File: src/rtl/snseq_pkg.sv
package snseq_pkg;
  typedef enum logic [1:0] {
    SQ_IDLE = 2'd0,
    SQ_TEX  = 2'd1,
    SQ_ALU  = 2'd2,
    SQ_FIN  = 2'd3
  } sq_state_e;
endpackage

File: src/rtl/snseq_cfg_check.sv
module snseq_cfg_check #(
  parameter int NODES = 4,
  parameter int AW    = 6,
  parameter int NIW   = 2
) (
  input  logic [NIW-1:0]      last_node,
  input  logic [NODES*AW-1:0] tex_end,
  input  logic [NODES*AW-1:0] alu_end,
  input  logic [NODES-1:0]    last_flag,
  output logic [NODES*AW-1:0] tex_cnt,
  output logic [NODES*AW-1:0] alu_cnt,
  output logic [NIW-1:0]      first_slot,
  output logic                cfg_bad
);
  logic [NODES-1:0] slot_bad;
  logic             range_bad;

  assign first_slot = NIW'(NODES - 1) - last_node;
  assign range_bad  = (int'(last_node) > NODES - 1);

  for (genvar s = 0; s < NODES; s++) begin : g_slot
    logic act;
    logic flag_ok;
    assign tex_cnt[s*AW +: AW] = tex_end[s*AW +: AW] + AW'(1);
    assign alu_cnt[s*AW +: AW] = alu_end[s*AW +: AW] + AW'(1);
    assign act     = (NIW'(s) >= first_slot);
    assign flag_ok = (last_flag[s] == (s == NODES - 1));
    assign slot_bad[s] = !flag_ok
                       || (act && (alu_cnt[s*AW +: AW] == '0))
                       || (act && (NIW'(s) != first_slot) && (tex_cnt[s*AW +: AW] == '0));
  end

  assign cfg_bad = range_bad || (|slot_bad);
endmodule

File: src/rtl/snseq_ctrl.sv
module snseq_ctrl
  import snseq_pkg::*;
#(
  parameter int NODES = 4,
  parameter int AW    = 6,
  parameter int NIW   = 2
) (
  input  logic                clk,
  input  logic                rst_n,
  input  logic                start,
  input  logic                cfg_bad,
  input  logic [NIW-1:0]      first_slot,
  input  logic [NODES*AW-1:0] tex_cnt,
  input  logic [NODES*AW-1:0] alu_cnt,
  output sq_state_e           state_o,
  output logic [NIW-1:0]      slot_o,
  output logic [AW-1:0]       idx_o,
  output logic                err_o
);
  sq_state_e      state_q, state_d;
  logic [NIW-1:0] slot_q, slot_d;
  logic [AW-1:0]  idx_q, idx_d;
  logic           err_q, err_d;
  logic           en;
  logic [AW-1:0]  cur_tex, cur_alu, first_tex;
  logic           tex_last, alu_last;

  assign cur_tex   = tex_cnt[slot_q*AW +: AW];
  assign cur_alu   = alu_cnt[slot_q*AW +: AW];
  assign first_tex = tex_cnt[first_slot*AW +: AW];
  assign tex_last  = (idx_q == cur_tex - AW'(1));
  assign alu_last  = (idx_q == cur_alu - AW'(1));
  assign en        = (state_q != SQ_IDLE) || start;

  always_comb begin
    state_d = state_q;
    slot_d  = slot_q;
    idx_d   = idx_q;
    err_d   = err_q;
    case (state_q)
      SQ_IDLE: begin
        err_d  = cfg_bad;
        slot_d = first_slot;
        idx_d  = '0;
        if (cfg_bad)              state_d = SQ_FIN;
        else if (first_tex != '0) state_d = SQ_TEX;
        else                      state_d = SQ_ALU;
      end
      SQ_TEX: begin
        if (tex_last) begin
          idx_d   = '0;
          state_d = SQ_ALU;
        end else begin
          idx_d = idx_q + AW'(1);
        end
      end
      SQ_ALU: begin
        if (alu_last) begin
          idx_d = '0;
          if (slot_q == NIW'(NODES - 1)) begin
            state_d = SQ_FIN;
          end else begin
            slot_d  = slot_q + NIW'(1);
            state_d = SQ_TEX;
          end
        end else begin
          idx_d = idx_q + AW'(1);
        end
      end
      default: state_d = SQ_IDLE;
    endcase
  end

  always_ff @(posedge clk or negedge rst_n) begin
    if (!rst_n) begin
      state_q <= SQ_IDLE;
      slot_q  <= '0;
      idx_q   <= '0;
      err_q   <= 1'b0;
    end else if (en) begin
      state_q <= state_d;
      slot_q  <= slot_d;
      idx_q   <= idx_d;
      err_q   <= err_d;
    end
  end

  assign state_o = state_q;
  assign slot_o  = slot_q;
  assign idx_o   = idx_q;
  assign err_o   = err_q;

  p_start_from_idle_r1: assert property (@(posedge clk) disable iff (!rst_n)
    (state_q == SQ_IDLE && start) |=> (state_q != SQ_IDLE));
  p_bad_cfg_to_fin_r8: assert property (@(posedge clk) disable iff (!rst_n)
    (state_q == SQ_IDLE && start && cfg_bad) |=> (state_q == SQ_FIN && err_q));
  p_fin_single_r10: assert property (@(posedge clk) disable iff (!rst_n)
    (state_q == SQ_FIN) |=> (state_q == SQ_IDLE));
  p_busy_start_ignored_r11: assert property (@(posedge clk) disable iff (!rst_n)
    ((state_q == SQ_TEX || state_q == SQ_ALU) && start) |=> (state_q != SQ_IDLE));
endmodule

File: src/rtl/snseq_addr_gen.sv
module snseq_addr_gen #(
  parameter int NODES = 4,
  parameter int AW    = 6,
  parameter int NIW   = 2
) (
  input  logic [AW-1:0]       tex_base,
  input  logic [AW-1:0]       alu_base,
  input  logic [NODES*AW-1:0] tex_off,
  input  logic [NODES*AW-1:0] alu_off,
  input  logic [NIW-1:0]      slot,
  input  logic [AW-1:0]       idx,
  input  logic                sel_alu,
  output logic [AW-1:0]       addr
);
  logic [AW-1:0] base, off;

  always_comb begin
    if (sel_alu) begin
      base = alu_base;
      off  = alu_off[slot*AW +: AW];
    end else begin
      base = tex_base;
      off  = tex_off[slot*AW +: AW];
    end
  end

  assign addr = base + off + idx;
endmodule

File: src/rtl/shader_node_seq.sv
module shader_node_seq
  import snseq_pkg::*;
#(
  parameter int NODES = 4,
  parameter int AW    = 6,
  localparam int NIW  = (NODES > 1) ? $clog2(NODES) : 1
) (
  input  logic                clk,
  input  logic                rst_n,
  input  logic                start,
  input  logic [AW-1:0]       cfg_tex_base,
  input  logic [AW-1:0]       cfg_alu_base,
  input  logic [NIW-1:0]      cfg_last_node,
  input  logic [NODES*AW-1:0] cfg_tex_off,
  input  logic [NODES*AW-1:0] cfg_tex_end,
  input  logic [NODES*AW-1:0] cfg_alu_off,
  input  logic [NODES*AW-1:0] cfg_alu_end,
  input  logic [NODES-1:0]    cfg_last_flag,
  output logic                busy,
  output logic                issue_valid,
  output logic                issue_alu,
  output logic [AW-1:0]       issue_addr,
  output logic                done,
  output logic                cfg_err
);
  logic [NODES*AW-1:0] tex_cnt, alu_cnt;
  logic [NIW-1:0]      first_slot, slot;
  logic [AW-1:0]       idx;
  logic                cfg_bad, err_q;
  sq_state_e           state;

  snseq_cfg_check #(.NODES(NODES), .AW(AW), .NIW(NIW)) u_check (
    .last_node (cfg_last_node),
    .tex_end   (cfg_tex_end),
    .alu_end   (cfg_alu_end),
    .last_flag (cfg_last_flag),
    .tex_cnt   (tex_cnt),
    .alu_cnt   (alu_cnt),
    .first_slot(first_slot),
    .cfg_bad   (cfg_bad)
  );

  snseq_ctrl #(.NODES(NODES), .AW(AW), .NIW(NIW)) u_ctrl (
    .clk       (clk),
    .rst_n     (rst_n),
    .start     (start),
    .cfg_bad   (cfg_bad),
    .first_slot(first_slot),
    .tex_cnt   (tex_cnt),
    .alu_cnt   (alu_cnt),
    .state_o   (state),
    .slot_o    (slot),
    .idx_o     (idx),
    .err_o     (err_q)
  );

  snseq_addr_gen #(.NODES(NODES), .AW(AW), .NIW(NIW)) u_addr (
    .tex_base(cfg_tex_base),
    .alu_base(cfg_alu_base),
    .tex_off (cfg_tex_off),
    .alu_off (cfg_alu_off),
    .slot    (slot),
    .idx     (idx),
    .sel_alu (state == SQ_ALU),
    .addr    (issue_addr)
  );

  assign busy        = (state != SQ_IDLE);
  assign issue_valid = (state == SQ_TEX) || (state == SQ_ALU);
  assign issue_alu   = (state == SQ_ALU);
  assign done        = (state == SQ_FIN);
  assign cfg_err     = done && err_q;

  p_tex_step_r2: assert property (@(posedge clk) disable iff (!rst_n)
    (issue_valid && !issue_alu && $past(issue_valid && !issue_alu))
      |-> (issue_addr == AW'($past(issue_addr) + AW'(1))));
  p_alu_step_r3: assert property (@(posedge clk) disable iff (!rst_n)
    (issue_valid && issue_alu && $past(issue_valid && issue_alu))
      |-> (issue_addr == AW'($past(issue_addr) + AW'(1))));
  p_err_no_issue_r8: assert property (@(posedge clk) disable iff (!rst_n)
    cfg_err |-> (done && !issue_valid));
endmodule

File: config.mk
export PLATFORM = sky130hd
export DESIGN_NAME = shader_node_seq
export DESIGN_NICKNAME = d
export VERILOG_FILES = /design/src/rtl/snseq_pkg.sv /design/src/rtl/snseq_cfg_check.sv /design/src/rtl/snseq_ctrl.sv /design/src/rtl/snseq_addr_gen.sv /design/src/rtl/shader_node_seq.sv
export SDC_FILE = /design/constraint.sdc
export NUM_CORES = 1
export LEC_CHECK = 0
export BUFFER_PORTS_ARGS = -buffer_cell sky130_fd_sc_hd__buf_2
export CAP_MARGIN = 40
export CORE_MARGIN = 2
export CORE_UTILIZATION = 35
export CTS_BUF_LIST = sky130_fd_sc_hd__clkbuf_4 sky130_fd_sc_hd__clkbuf_8
export CTS_CLUSTER_SIZE = 25
export DETAILED_ROUTE_END_ITERATION = 8
export SLEW_MARGIN = 20
export SYNTH_ARGS = -nofsm -noshare
export SYNTH_HDL_FRONTEND = slang
export SYNTH_SLANG_ARGS = --single-unit
File: constraint.sdc
create_clock -name clk -period 4.2 [get_ports clk]
set_input_delay 0.21 -clock clk [delete_from_list [all_inputs] [get_ports clk]]
set_output_delay 0.21 -clock clk [all_outputs]
set_load 0.02 [all_outputs]
==> impl_results.md <==
- Status: finished clean
- P&R area growth vs syn: 23.2%
- Slew headroom: 58.8%
- Clk buf depth: 2
- Setup TNS: 0 ns
- Routability cong.: 0.860
- # rows: 35
- Post-synth EDFFs: 0
- Die ar.: 0.0104 mm²
- Netlist cell types: 75
- Max Transition Viols Final: 0
- Grt total ovfl: 0
- Vias/cell: 5.46
- TritonCTS buffer count: 3
- Fill count: 1,007
- PnR worst setup slack: 0.298 ns
- Final nets: 655
- Synthesis Warnings: 0
- Routed WL: 9920 µm
- Pint: 1200 µW
- Sw Share: 52.9%
- Ant diodes: 0
- CP startpoint: u_ctrl.state_o[0]
- CTS tree: built
- Routed Antenna Nets: 0
- P_sw: 1350 µW
- Main synth FF type: dfrtp_1
- Gr usage total: 18.8%
- Fin. Hold Viols: 0
- Initial core utilization: 36.1%
- Post-DR wirelength/cell: 15.7 µm
- Die width: 102 µm
- Mapped Area: 0.00335 mm²
- Hold_sp: start
- Pre-antenna DRT Iters: 4
- Mapped Nets: 537
- IO Pins: 128
- Clock network power share: 4.6%
- Worst reg2reg startpoint: u_ctrl.slot_o[0]
- Final worst path period share: 92.9%
- Hold crit path type: input pin to flip-flop
- Vias: 3,458
- Sequential share of power: 7.8%
- Asr flop ratio synth: 100%
- WS Path Type: flip-flop to output pin
- Final worst path period need: 3.90 ns
- Leakage power: 0.00188 µW
- Clock Tree Root: clkbuf_8
- Max VDD drop: 0.269 mV
- Seq cells post-synth: 11
- Port bufs: 127
- HPWL after DPL: 8520 µm
- Power, Total: 2550 µW
- Final setup fails: 0
- Synth Area per Inst: 8.66 µm²
- Number of setup buffers added after CTS: 0
- Most common cell after layout, fill and taps aside: buf_2
- Skew final: 0.00464 ns
- RSZ-0062 raised after global routing: no
- Critical path peak fanout: 18
- CP startpoint kind: flip-flop
- Crit end category: output pin
- Pre-CTS WS: 0.454 ns
- CP Data Required Time: 3.99 ns
- Largest net degree at the start of global routing: 19
- PD cells: 617 mW/mm²
- H-tree depth: 1
- Core footprint: 0.00928 mm²
- Comb power frac: 87.6%
- Antenna violations before repair: 0
- Max Clock Freq: 0.256 GHz
- Vias in the first global route: 3,450
- Worst-Margin Slew: 0.610 ns
- Mapped Cells: 387
- First-pass GRT wire length: 15,900 µm
- DR DRC count: 0
- Share of post-route cells with drive strength above 1: 37.3%
- CTS sink cnt: 11
- Clk pin slew, worst setup/hold paths: 0.05 ns
- Max Cap Viol: 0
- Worst skew pair latency: 0.24 ns
- Most frequent cells in the layout: 127 x buf_2, 26 x nand2_1, 26 x ha_1, 25 x nand3_1, 24 x xor2_1
- Initial DRC Count: 134
- Crit path DAT: 3.69 ns
- Post-synthesis sequential area ratio: 8.21%
- Die outline height: 102 µm
==> sequential cells by signal, indices dropped and copies added, names as in the netlist <==
| name | flops |
|---|---|
| u_ctrl.err_o | 1 |
| u_ctrl.state_o | 2 |
| u_ctrl.slot_o | 2 |
| u_ctrl.idx_o | 6 |
==> critical path, cell delays in order (launching register included) <==
cell and delay [ns]:
dfrtp_1 0.43, inv_1 0.13, ha_2 0.30, buf_4 0.29, mux4_2 0.33, mux2i_1 0.20, fa_1 0.50, fa_1 0.48
inv_1 0.08, a21o_1 0.12, a21oi_1 0.07, xnor2_1 0.18, xnor2_1 0.15, buf_2 0.19
==> final timing paths <==
| check | slack (ns) | endpoint | depth (start not counted) |
|---|---|---|---|
| hold reg to reg | 0.55 | u_ctrl.err_o | 2 |
| setup reg to reg | 0.61 | u_ctrl.state_o[1] | 10 |
| min in group asynchronous | 0.37 | u_ctrl.idx_o[5] | 2 |
| setup / recovery | 0.30 | issue_addr[5] | 13 |
| max in group asynchronous | 3.60 | u_ctrl.err_o | 2 |
| hold / removal | 0.22 | u_ctrl.err_o | 2 |
==> through the flow <==
step | instances | utilization, % | area, µm² | hold WS [ns]
2_1_floorplan | 387 | - | 3350 | -0.0856
3_3_place_gp | 628 | 43.8 | 4070 | 0.105
3_5_place_dp | 628 | 43.8 | 4070 | 0.106
4_1_cts | 633 | 44.5 | 4130 | 0.214
5_1_grt | 633 | 44.5 | 4130 | 0.248
6_report | 633 | 44.5 | 4130 | 0.222
==> layout make-up <==
| class | instances | area [µm²] | area share (%) |
|---|---|---|---|
| Clock buffer | 4 | 48.8 | 1.18 |
| Inverter | 16 | 60.1 | 1.45 |
| Multi-Input combinational cell | 338 | 2890 | 69.9 |
| Sequential cell | 11 | 275 | 6.66 |
| Timing Repair Buffer | 135 | 698 | 16.9 |
| Tap cell | 129 | 161 | 3.91 |
==> Yosys cell counts (4+ instances only) <==
cell	n	area, µm²
nand2b_1	4	25.0
a21o_1	5	37.5
mux2_2	11	124
nor3_1	13	65.1
clkbuf_1	9	33.8
a21oi_1	18	90.1
xnor2_1	22	193
mux4_2	17	383
a31oi_1	7	43.8
o21ai_0	13	65.1
a22o_1	6	52.6
nor2_1	16	60.1
or3_1	5	31.3
and3_1	8	50.1
inv_1	15	56.3
o22ai_1	4	25.0
dfrtp_1	11	275
mux2i_1	12	120
ha_1	27	338
o21ai_1	4	20.0
buf_6	5	56.3
nand2_1	26	97.6
xor2_1	24	210
nand3_1	25	125
fa_1	6	120
buf_1	4	15.0
==> cell families after synthesis <==
group	after synthesis	synth area share [%]
buf+inv	38	5.75
simple gates	127	20.4
compound gates	90	20.0
mux	42	19.9
xor+xnor	46	12.0
fa+ha+maj	33	13.7
flops	11	8.21
==> what timing repair did <==
| action | in CTS | in global routing |
|---|---|---|
| hold buffers | 1 | 0 |
| hold endpoints to repair | 11 | 0 |
| gates resized for setup | 0 | 1 |
| endpoints found under the setup margin | 0 | 1 |
==> metal layers <==
layer	GRT usage, %	share of wire [%]
met3	1.78	4.4
met4	3.08	1.4
met1	26.5	47
met5	0	0
met2	31.9	48
==> power groups by stage <==
stage | Sequential, µW | Clock, µW | Combinational, µW
2_1_floorplan | 170 | 0 | 1760
3_3_place_gp | 198 | 0 | 2200
3_5_place_dp | 201 | 0 | 2230
4_1_cts | 199 | 119 | 2240
5_1_grt | 210 | 127 | 2450
6_report | 199 | 116 | 2230
No activity file was read; power rests on OpenSTA's default activity.
